===== src/rtl/irq_route_pkg.sv =====
package irq_route_pkg;

  // Internal register selection kinds produced by the decoder
  typedef enum logic [1:0] {
    TGT_NONE = 2'd0,
    TGT_ID   = 2'd1,
    TGT_VER  = 2'd2,
    TGT_ENT  = 2'd3
  } tgt_e;

  // Select values
  localparam logic [7:0] SELV_ID       = 8'h00;
  localparam logic [7:0] SELV_VER      = 8'h01;
  localparam logic [7:0] SELV_ENT_BASE = 8'h10;

  // Entry bit positions (decoded by the delivery logic)
  localparam int VEC_LSB   = 0;
  localparam int DMODE_LSB = 8;
  localparam int DSTM_BIT  = 11;
  localparam int DSTAT_BIT = 12;
  localparam int POL_BIT   = 13;
  localparam int RIRR_BIT  = 14;
  localparam int TRIG_BIT  = 15;
  localparam int MASK_BIT  = 16;
  localparam int DEST_LSB  = 56;

  localparam int ID_LSB = 24;

  localparam logic [63:0] ENT_RST = 64'(1) << MASK_BIT;

endpackage


===== src/rtl/irq_route_decode.sv =====
module irq_route_decode
  import irq_route_pkg::*;
#(
  parameter int NUM_PINS = 24,
  parameter int IDX_W    = 5
) (
  input  logic [7:0]       sel,
  output tgt_e             tgt,
  output logic [IDX_W-1:0] idx,
  output logic             hi
);

  localparam logic [7:0] NUM8 = 8'(NUM_PINS);

  logic [7:0] off;
  logic [6:0] raw_idx;

  assign off     = sel - SELV_ENT_BASE;
  assign raw_idx = off[7:1];
  assign hi      = off[0];
  assign idx     = raw_idx[IDX_W-1:0];

  always_comb begin
    if (sel == SELV_ID)                                   tgt = TGT_ID;
    else if (sel == SELV_VER)                             tgt = TGT_VER;
    else if (sel >= SELV_ENT_BASE && {1'b0, raw_idx} < NUM8) tgt = TGT_ENT;
    else                                                  tgt = TGT_NONE;
  end

endmodule


===== src/rtl/irq_route_entry.sv =====
module irq_route_entry
  import irq_route_pkg::*;
(
  input  logic        clk,
  input  logic        rst_n,
  input  logic        sw_lo_we,
  input  logic        sw_hi_we,
  input  logic [31:0] wdata,
  input  logic        irr_set,
  input  logic        irr_clr,
  input  logic        dstat_set,
  input  logic        dstat_clr,
  output logic [63:0] ent
);

  logic [63:0] ent_q;
  logic [63:0] ent_d;

  always_comb begin
    ent_d = ent_q;
    if (sw_hi_we) ent_d[63:32] = wdata;
    if (sw_lo_we) begin
      ent_d[31:0]      = wdata;
      ent_d[DSTAT_BIT] = 1'b0;
      ent_d[RIRR_BIT]  = ent_q[RIRR_BIT];
    end
    // hardware-owned status
    if (irr_clr)      ent_d[RIRR_BIT] = 1'b0;
    else if (irr_set) ent_d[RIRR_BIT] = 1'b1;
    if (!sw_lo_we) begin
      if (dstat_set)      ent_d[DSTAT_BIT] = 1'b1;
      else if (dstat_clr) ent_d[DSTAT_BIT] = 1'b0;
    end
  end

  always_ff @(posedge clk or negedge rst_n) begin
    if (!rst_n) ent_q <= ENT_RST;
    else        ent_q <= ent_d;
  end

  assign ent = ent_q;

endmodule


===== src/rtl/irq_route_rdmux.sv =====
module irq_route_rdmux
  import irq_route_pkg::*;
#(
  parameter int          NUM_PINS   = 24,
  parameter int          IDX_W      = 5,
  parameter logic [7:0]  VERSION_ID = 8'h11
) (
  input  logic                  hit_sel,
  input  logic                  hit_win,
  input  logic [7:0]            sel,
  input  logic [3:0]            id,
  input  tgt_e                  tgt,
  input  logic [IDX_W-1:0]      idx,
  input  logic                  hi,
  input  logic [NUM_PINS*64-1:0] ent_flat,
  output logic [31:0]           rdata
);

  localparam logic [31:0] VER_WORD = {8'h00, 8'(NUM_PINS - 1), 8'h00, VERSION_ID};

  logic [63:0] ent_sel;

  always_comb begin
    ent_sel = 64'h0;
    for (int i = 0; i < NUM_PINS; i++) begin
      if (idx == IDX_W'(i)) ent_sel = ent_flat[i*64 +: 64];
    end
  end

  always_comb begin
    rdata = 32'h0;
    if (hit_sel) begin
      rdata = {24'h0, sel};
    end else if (hit_win) begin
      unique case (tgt)
        TGT_ID:  rdata = {4'h0, id, 24'h0};
        TGT_VER: rdata = VER_WORD;
        TGT_ENT: rdata = hi ? ent_sel[63:32] : ent_sel[31:0];
        default: rdata = 32'h0;
      endcase
    end
  end

endmodule


===== src/rtl/irq_route_regs.sv =====
module irq_route_regs
  import irq_route_pkg::*;
#(
  parameter int         NUM_PINS   = 24,
  parameter logic [7:0] VERSION_ID = 8'h11,
  parameter logic [7:0] SEL_OFS    = 8'h00,
  parameter logic [7:0] WIN_OFS    = 8'h10,
  localparam int        IDX_W      = (NUM_PINS > 1) ? $clog2(NUM_PINS) : 1
) (
  input  logic                   clk,
  input  logic                   rst_n,
  input  logic [7:0]             bus_addr,
  input  logic                   bus_wr,
  input  logic                   bus_rd,
  input  logic [31:0]            bus_wdata,
  output logic [31:0]            bus_rdata,
  output logic                   bus_rvalid,
  input  logic [NUM_PINS-1:0]    hw_irr_set,
  input  logic [NUM_PINS-1:0]    hw_irr_clr,
  input  logic [NUM_PINS-1:0]    hw_dstat_set,
  input  logic [NUM_PINS-1:0]    hw_dstat_clr,
  output logic [NUM_PINS*8-1:0]  ent_vector,
  output logic [NUM_PINS*3-1:0]  ent_dmode,
  output logic [NUM_PINS-1:0]    ent_dstmode,
  output logic [NUM_PINS-1:0]    ent_polarity,
  output logic [NUM_PINS-1:0]    ent_trig,
  output logic [NUM_PINS-1:0]    ent_mask,
  output logic [NUM_PINS-1:0]    ent_dstat,
  output logic [NUM_PINS-1:0]    ent_rirr,
  output logic [NUM_PINS*8-1:0]  ent_dest,
  output logic                   lo_wr_pulse,
  output logic [IDX_W-1:0]       lo_wr_idx
);

  logic                    hit_sel, hit_win;
  logic [7:0]              sel_q;
  logic [3:0]              id_q;
  tgt_e                    tgt;
  logic [IDX_W-1:0]        idx;
  logic                    hi;
  logic                    win_wr;
  logic                    ent_wr;
  logic [NUM_PINS*64-1:0]  ent_flat;
  logic [31:0]             rd_word;
  logic [31:0]             rdata_q;
  logic                    rvalid_q;
  logic                    pulse_q;
  logic [IDX_W-1:0]        pidx_q;

  assign hit_sel = (bus_addr == SEL_OFS);
  assign hit_win = (bus_addr == WIN_OFS);
  assign win_wr  = bus_wr && hit_win;
  assign ent_wr  = win_wr && (tgt == TGT_ENT);

  irq_route_decode #(.NUM_PINS(NUM_PINS), .IDX_W(IDX_W)) u_dec (
    .sel (sel_q),
    .tgt (tgt),
    .idx (idx),
    .hi  (hi)
  );

  // select and identification registers
  always_ff @(posedge clk or negedge rst_n) begin
    if (!rst_n) begin
      sel_q <= 8'h0;
      id_q  <= 4'h0;
    end else begin
      if (bus_wr && hit_sel)            sel_q <= bus_wdata[7:0];
      if (win_wr && (tgt == TGT_ID))    id_q  <= bus_wdata[ID_LSB +: 4];
    end
  end

  // routing entries
  for (genvar g = 0; g < NUM_PINS; g++) begin : g_ent
    logic        hit_me;
    logic [63:0] ent;
    assign hit_me = ent_wr && (idx == IDX_W'(g));

    irq_route_entry u_ent (
      .clk       (clk),
      .rst_n     (rst_n),
      .sw_lo_we  (hit_me && !hi),
      .sw_hi_we  (hit_me && hi),
      .wdata     (bus_wdata),
      .irr_set   (hw_irr_set[g]),
      .irr_clr   (hw_irr_clr[g]),
      .dstat_set (hw_dstat_set[g]),
      .dstat_clr (hw_dstat_clr[g]),
      .ent       (ent)
    );

    assign ent_flat[g*64 +: 64]  = ent;
    assign ent_vector[g*8 +: 8]  = ent[VEC_LSB +: 8];
    assign ent_dmode[g*3 +: 3]   = ent[DMODE_LSB +: 3];
    assign ent_dstmode[g]        = ent[DSTM_BIT];
    assign ent_polarity[g]       = ent[POL_BIT];
    assign ent_trig[g]           = ent[TRIG_BIT];
    assign ent_mask[g]           = ent[MASK_BIT];
    assign ent_dstat[g]          = ent[DSTAT_BIT];
    assign ent_rirr[g]           = ent[RIRR_BIT];
    assign ent_dest[g*8 +: 8]    = ent[DEST_LSB +: 8];
  end

  irq_route_rdmux #(
    .NUM_PINS   (NUM_PINS),
    .IDX_W      (IDX_W),
    .VERSION_ID (VERSION_ID)
  ) u_rd (
    .hit_sel  (hit_sel),
    .hit_win  (hit_win),
    .sel      (sel_q),
    .id       (id_q),
    .tgt      (tgt),
    .idx      (idx),
    .hi       (hi),
    .ent_flat (ent_flat),
    .rdata    (rd_word)
  );

  // registered read return and low-write notification
  always_ff @(posedge clk or negedge rst_n) begin
    if (!rst_n) begin
      rdata_q  <= 32'h0;
      rvalid_q <= 1'b0;
      pulse_q  <= 1'b0;
      pidx_q   <= '0;
    end else begin
      rvalid_q <= bus_rd;
      rdata_q  <= bus_rd ? rd_word : 32'h0;
      pulse_q  <= ent_wr && !hi;
      if (ent_wr && !hi) pidx_q <= idx;
    end
  end

  assign bus_rdata   = rdata_q;
  assign bus_rvalid  = rvalid_q;
  assign lo_wr_pulse = pulse_q;
  assign lo_wr_idx   = pidx_q;

endmodule


===== config.mk =====
export PLATFORM = sky130hd
export DESIGN_NAME = irq_route_regs
export DESIGN_NICKNAME = d
export VERILOG_FILES = /design/src/rtl/irq_route_pkg.sv /design/src/rtl/irq_route_decode.sv /design/src/rtl/irq_route_entry.sv /design/src/rtl/irq_route_rdmux.sv /design/src/rtl/irq_route_regs.sv
export SDC_FILE = /design/constraint.sdc
export NUM_CORES = 2
export LEC_CHECK = 0
export BUFFER_PORTS_ARGS = -buffer_cell sky130_fd_sc_hd__buf_2
export CORE_MARGIN = 5
export CORE_UTILIZATION = 61
export CTS_BUF_LIST = sky130_fd_sc_hd__clkbuf_2
export CTS_CLUSTER_SIZE = 24
export DETAILED_ROUTE_END_ITERATION = 10
export PLACE_DENSITY = 0.82
export RECOVER_POWER = 100
export SLEW_MARGIN = 15
export SYNTH_ARGS = -nofsm -noshare
export SYNTH_HDL_FRONTEND = slang
export SYNTH_SLANG_ARGS = --single-unit

===== constraint.sdc =====
create_clock -name clk -period 3.9 [get_ports clk]
set_input_delay 0.585 -clock clk [delete_from_list [all_inputs] [get_ports clk]]
set_output_delay 0.585 -clock clk [all_outputs]
set_load 0.02 [all_outputs]

# After elaboration in Yosys (flattened, before gate mapping)
# Cells that the tools add are included.
[word_totals]
ramBits = 0
regBits = 1587
romBits = 0
latchBits = 0
out_inout_bits = 639
memories = 0
[op_classes]
n_reduce_logical = 106
n_eq_ne = 28
order_cmp = 2
addsub = 1
n_mux = 176
n_shift = 0
n_div = 0
mul = 0
bitwise = 0
[ops]
columns = ["operator", "count"]
rows = [
  ["2-to-1 mux 64 bit", 24],
  ["2-to-1 mux 13 bit", 24],
  ["2-to-1 mux 32 bit", 4],
  ["2-to-1 mux 1 bit", 120],
  ["case mux 32 bit (3 select lines)", 1],
  ["logical AND 1 bit", 78],
  ["nonzero test 2 bit", 24],
  ["== test 5 x 4 -> 1 bit, second input constant", 8],
  ["== test 5 bit, second input constant", 8],
  ["== test 5 x 3 -> 1 bit, second input constant", 4],
  ["zero test 8 bit", 2],
  ["== test 5 x 2 -> 1 bit, second input constant", 2],
  ["== test 8 x 1 -> 1 bit, second input constant", 1],
  ["== test 8 x 5 -> 1 bit, second input constant", 1],
  [">= comparator 8 x 5 -> 1 bit, second input constant", 1],
  ["subtractor 8 x 5 -> 8 bit, second input constant", 1],
  ["< comparator 7 x 5 -> 1 bit, second input constant", 1],
  ["2-to-1 mux 2 bit", 3],
  ["== test 5 x 1 -> 1 bit, second input constant", 1],
  ["zero test 5 bit", 1],
  ["== test 2 bit, second input constant", 2],
  ["== test 2 x 1 -> 1 bit, second input constant", 1],
  ["zero test 1 bit", 1],
]

# Depth between registers and ports, before layout
[logic_depth]
ltp_word = 31
ltp_mapped = 15

# By module
# From an unflattened synthesis, not the netlist that was laid out.
[hier_totals]
cells_unflattened = 5792
area_unflattened_um2 = 77822.1
[by_module_without_submodules]
columns = ["module", "seq_area_each_um2", "cells_per_inst", "n_inst", "area_each_um2"]
rows = [
  ["irq_route_entry", 1602.8, 138, 24, 2537.4],
  ["irq_route_rdmux", 0.0, 2261, 1, 14555.2],
  ["irq_route_regs", 1276.2, 199, 1, 2224.6],
  ["irq_route_decode", 0.0, 20, 1, 143.9],
]

# Worst setup path before layout
# OpenSTA, ideal clock, no wires.
[synth_timing]
path_kind = "register to register"
startpoint = "register sel_q[4]"
endpoint = "register g_ent[8].u_ent.ent_q[0]"
required_ps = 3775
arrival_ps = 2766
slack_ps = 1009
path_stages_with_launch = 12
setup_ps = 125
cell_sequence = "dfrtp_1 buf_4 inv_1 ha_1 buf_2 buf_2 nor3b_1 nand2_1 buf_2 nor2_2 buf_2 mux2_2"
[synth_between]
elab_chain_cells = 10
word_cells_on_any_way = 14
cone_classes = "add/sub (1); order compare (2); eq/ne (3); mux (3); reduce/logical (5)"
[synth_rtl]
columns = ["item", "line_no", "source"]
rows = [
  ["from (decl)", "irq_route_regs.sv:36", "logic [7:0] sel_q;"],
  ["from (signal assigned)", "irq_route_regs.sv:68", "if (bus_wr && hit_sel) sel_q <= bus_wdata[7:0];"],
  ["subtractor 8 x 5 -> 8 bit *", "irq_route_decode.sv:18", "assign off = sel - SELV_ENT_BASE;"],
  ["via idx[3]", "irq_route_regs.sv:39", "logic [IDX_W-1:0] idx;"],
  ["< comparator 7 x 5 -> 1 bit", "irq_route_decode.sv:26", "else if (sel >= SELV_ENT_BASE && {1'b0, raw_idx} < NUM8) tgt = TGT_ENT;"],
  ["logical AND 1 bit", "irq_route_decode.sv:26", ""],
  ["2-to-1 mux 2 bit", "irq_route_decode.sv:26", ""],
  ["2-to-1 mux 2 bit", "irq_route_decode.sv:25", "else if (sel == SELV_VER) tgt = TGT_VER;"],
  ["2-to-1 mux 2 bit", "irq_route_decode.sv:24", "if (sel == SELV_ID) tgt = TGT_ID;"],
  ["== test 2 bit", "irq_route_regs.sv:53", "assign ent_wr = win_wr && (tgt == TGT_ENT);"],
  ["logical AND 1 bit", "irq_route_regs.sv:53", ""],
  ["logical AND 1 bit *", "irq_route_regs.sv:77", "assign hit_me = ent_wr && (idx == IDX_W'(g));"],
  ["logical AND 1 bit *", "irq_route_regs.sv:82", ".sw_lo_we (hit_me && !hi),"],
  ["to (signal assigned)", "irq_route_entry.sv:38", "else ent_q <= ent_d;"],
  ["to (decl)", "irq_route_entry.sv:16", "logic [63:0] ent_q;"],
]
# The timed path passes the listed nets; every way through them passes the cells marked *.
# A chain may end at the register's enable or synchronous reset.

# Final worst setup path
[layout_timing]
startpoint = "register sel_q[1]"
endpoint = "register rdata_q[30] (netlist: bus_rdata[30])"
[layout_between]
elab_chain_cells = 31
word_cells_on_any_way = 65
cone_classes = "add/sub (1); order compare (2); eq/ne (27); mux (32); reduce/logical (3)"
[layout_rtl]
columns = ["item", "line_no", "source"]
rows = [
  ["subtractor 8 x 5 -> 8 bit", "irq_route_decode.sv:18", ""],
  ["zero test 5 bit", "irq_route_rdmux.sv:26", "if (idx == IDX_W'(i)) ent_sel = ent_flat[i*64 +: 64];"],
  ["2-to-1 mux 64 bit (24 in series)", "irq_route_rdmux.sv:26", ""],
  ["2-to-1 mux 32 bit", "irq_route_rdmux.sv:38", "TGT_ENT: rdata = hi ? ent_sel[63:32] : ent_sel[31:0];"],
  ["case mux 32 bit (3 select lines) *", "irq_route_rdmux.sv:35", "unique case (tgt)"],
  ["2-to-1 mux 32 bit *", "irq_route_rdmux.sv:34", "end else if (hit_win) begin"],
  ["2-to-1 mux 32 bit *", "irq_route_rdmux.sv:32", "if (hit_sel) begin"],
  ["2-to-1 mux 32 bit *", "irq_route_regs.sv:129", "rdata_q <= bus_rd ? rd_word : 32'h0;"],
  ["to (signal assigned)", "irq_route_regs.sv:129", ""],
  ["to (decl)", "irq_route_regs.sv:45", "logic [31:0] rdata_q;"],
]
# Mark *: on every way between the ends. The rest lies on a longest branch, timed or not.

==> metrics.md <==
| Metric | Value |
|---|---|
| Area of the mapped netlist | roughly 76000 um^2 |
| CP Class | reg2reg |
| Die width | 363 um |
| WL/cell | 36.1 um |
| Tmin final | 4.07 ns |
| Sequential fraction of the synthesis area | 0.522 |
| Max frequency | 0.246 GHz |
| Clock Skew | 0.182 ns |
| CTS Buf Count | 404 |
| Ranking of synthesized cells by area | dfrtp_1 51%, mux2_2 18%, buf_4 7.1% |
| XOR/XNOR Fraction of Synth Area | 0.000115 |
| Cell Count, Final, Fillers Out | 8823 |
| Starting Density | 0.615 |
| Worst reg2reg endpoint | bus_rdata[30]$_DFF_PN0_ |
| Largest fanout on the critical path | 19 |
| IO Port Bufs | 778 |
| Nature of the critical path endpoint | flip-flop |
| Reg2reg start | sel_q[1]$_DFFE_PN0P_ |
| Post-Synthesis Cells | 6219 |
| Clock sink count | approximately 1600 |
| RSZ-0062 raised after global routing | no |
| CORE AREA | 124000 um^2 |
| Post-route DRC | 0 |
| Placed insts | 7888 |
| Hold depth | 5 |
| Avg Cell Area, Syn | between 10 and 15 um^2 |
| Simple-Gate Fraction of Synth Area | 0.0435 |
| Hold_sp | hw_irr_set[1] |
| Total vias in the final route | 62700 |
| GP Congestion | 1.01 |
| Fillers | 9550 |
| Post-synth top area share | 0.513 |
| Routed WL | 319000 um |
| Synth Register Bits | 1587 |
| Initial drt markers | 9134 |
| Multi-input gate area | 29200 um^2 |
| Main synth FF type | dfrtp_1 |
| Register Area | 39800 um^2 |
| Die ar. | 132000 um^2 |
| DRT antenna net count | 0 |
| Final setup viols | between 50 and 60 |
| DP HPWL | 210000 um |
| Final nets | 7046 |
| Post-route setup slack | -0.166 ns |
| Hold Crit Endpoint | g_ent[1].u_ent.ent[14]$_DFFE_PN0P_ |
| Commonest cells in the synthesized netlist | 1563 x dfrtp_1, 1211 x mux2_2, 718 x buf_4 |
| Slowest-stage cell, CP | dfrtp_4 |
| Post-Synth Adder-Cell Area | 0.000328 |
| Area leader, netlist | dfrtp_1 |
| Setup WS pre-CTS | -0.239 ns |
| R2r setup slk | -0.17 ns |
| Largest net degree at the start of global routing | 89 |
| Deepest clock path buffer count | 4 |
| CP max stage delay | 0.65 ns |
| First-pass GRT wire length | 449000 um |
| Layout cells sized above 1 | 0.334 |
| Leakage power | between 40 and 50 nW |
| Most common cell in the netlist | dfrtp_1 |
| Fin crit share | 1.04 |
| Synth Area in Compound Gates | 0.108 |
| Largest family of logic cells by synthesized area | multiplexers |
| TritonCTS clock tree | built |
| Worst setup SP type | flip-flop |
| Post-CTS Setup Inserts | 0 |
| Synthesized net count | between 6000 and 7000 |
| Maxcap violations | 7 |
| Final Hold Vio Count | 0 |
| Vias in the first global route | 63400 |
| Asr flop ratio synth | 1.00 |
| Die Y | 363 um |
| Vias per cell | 7.10 |
| YS warnings | 0 |
| Root buf cell | clkbuf_2 |
| Post-Route Utilization | 0.672 |
| EDFF count, synth | 0 |
| CP bufs+invs | 2 |
| Worst Tran Pin Value | 2.67 ns |
| Clk Latency, worst-skew pair | 1.88 ns |
| Status | finished, violations left |
| Ports | 779 |
| Drt pass-1 iters | 8 |
| Antenna violations before repair | 14 |
| Worst-case vdd ir drop | 337 uV |
| Failing checks | capacitance limit, slew limit, setup timing |
| Final Max Tran Viols | roughly 330 |
| P per Cell Area | roughly 350 nW/um^2 |
| Area Growth Syn to Fin | 9.40% |
| Setup TNS Final | -2.12 ns |
| Worst-path clk slew | 0.11 ns |
| Worst hold path class | in2reg |
| GRT Util Overall | 0.473 |
| CP required | around 5.5 ns |
| Total congestion overflow | 0 |
| Rows | about 130 |
| CTS H-tree lvls | 5 |
| Mux share of post-synthesis cell area | 0.230 |
| Worst rel slew slack | -0.781 |
| CP arrival | around 5.7 ns |
| Delay-heaviest family, CP | compound AO/OA/AOI/OAI gates |
| Library cells used by synthesis | 85 |
| Critical Path, Cell by Cell | buf_4 > inv_2 > nand2_1 > nor2_1 > a221oi_1 > a21oi_1 > nor3_1 > o21a_1 > a211oi_1 |
| R2R depth | 9 |
kinds of logic after synthesis:
group | count (synthesis)
flip-flops | 1587
multiplexers | 1559
AO/OA/AOI/OAI | 1203
buffers and inverters | 1186
AND/OR/NAND/NOR | 681
adder cells (fa/ha/maj) | 2
XOR/XNOR | 1
worst max path at each step:
stage,start,endpoint,depth (start not counted)
2_1_floorplan,sel_q[4]$_DFFE_PN0P_,g_ent[8].u_ent.ent[0]$_DFFE_PN0P_,11
3_3_place_gp,sel_q[5]$_DFFE_PN0P_,bus_rdata[1]$_DFF_PN0_,11
3_5_place_dp,sel_q[5]$_DFFE_PN0P_,bus_rdata[1]$_DFF_PN0_,11
4_1_cts,sel_q[4]$_DFFE_PN0P_,bus_rdata[1]$_DFF_PN0_,12
5_1_grt,sel_q[4]$_DFFE_PN0P_,bus_rdata[0]$_DFF_PN0_,15
6_report,sel_q[1]$_DFFE_PN0P_,bus_rdata[30]$_DFF_PN0_,9
what timing repair did:
item	4_1_cts	5_1_grt
hold buffers	247	0
gates cloned	0	0
resized for setup	2	4
endpoints found under the hold margin	3169	0
setup endpoints to repair	2	3
worst reg2reg max path: cells and delay by family (launching register included):
kind	cells	cell delay [ns]
AOI/OAI and AO/OA	4	1.29
and+or+nand+nor	3	1.22
buffers and inverters	2	0.71
DFF	1	0.65
metal layers:
layer	up-vias	global-route usage	routed length (um)
met5	-	0	46
met4	6	0.399	34600
met3	1937	0.187	48200
met2	6016	0.674	132000
met1	31100	0.563	104000
li1	23600	-	-
through the flow:
stage               hold WS, ns  total power [mW]  instance area [um^2]
detailed placement        0.471              18.5                 79400
global route             0.0242              30.3                 83300
global placement          0.462              18.5                 79400
floorplan                 0.289              17.5                 76200
CTS                     0.00244              29.3                 85200
finish                   0.0825              29.4                 83300
power by group:
group	internal, mW	switching [mW]
Combinational	0.494	1.40
Sequential	16.5	0.0793
Clock	4.07	6.89
Total	21.0	8.37
cell type report:
class                           instances  share of cell area
Clock inverter                         86             0.00456
Inverter                               38             0.00171
Sequential cell                      1587               0.477
Multi-Input combinational cell       3446               0.350
Tap cell                             1637              0.0246
Clock buffer                          584              0.0351
Antenna cell                           18            0.000540
Timing Repair Buffer                 1427               0.106
placed cells by master (no fill, tap or decap), drive strengths merged, types with 7 or more instances in the layout:
cell type / n
o22ai: 59
and3: 13
a2111oi: 13
a221o: 24
a21oi: 257
mux2i: 41
diode: 18
dlygate4sd3: 246
a22o: 47
nor2b: 11
o221ai: 31
nand2: 191
a211oi: 27
a221oi: 115
dfrtp: 1563
mux2: 1517
a222oi: 21
nand2b: 8
a32o: 7
clkbuf: 1348
nand4: 36
o31ai: 9
nor3: 36
clkinv: 80
o2111ai: 11
nor4: 10
nand3: 77
a22oi: 226
buf: 417
nor2: 260
o211ai: 34
a31oi: 32
o21ai: 223
inv: 42
dfstp: 24
state kept, by name, summed over array words and instances (netlist names):
name and cells:
bus_rvalid 1, id_q 4, g_ent.u_ent.ent 1536, sel_q 8, lo_wr_pulse 1, lo_wr_idx 5, bus_rdata 32
No activity file was read; power rests on OpenSTA's default activity.
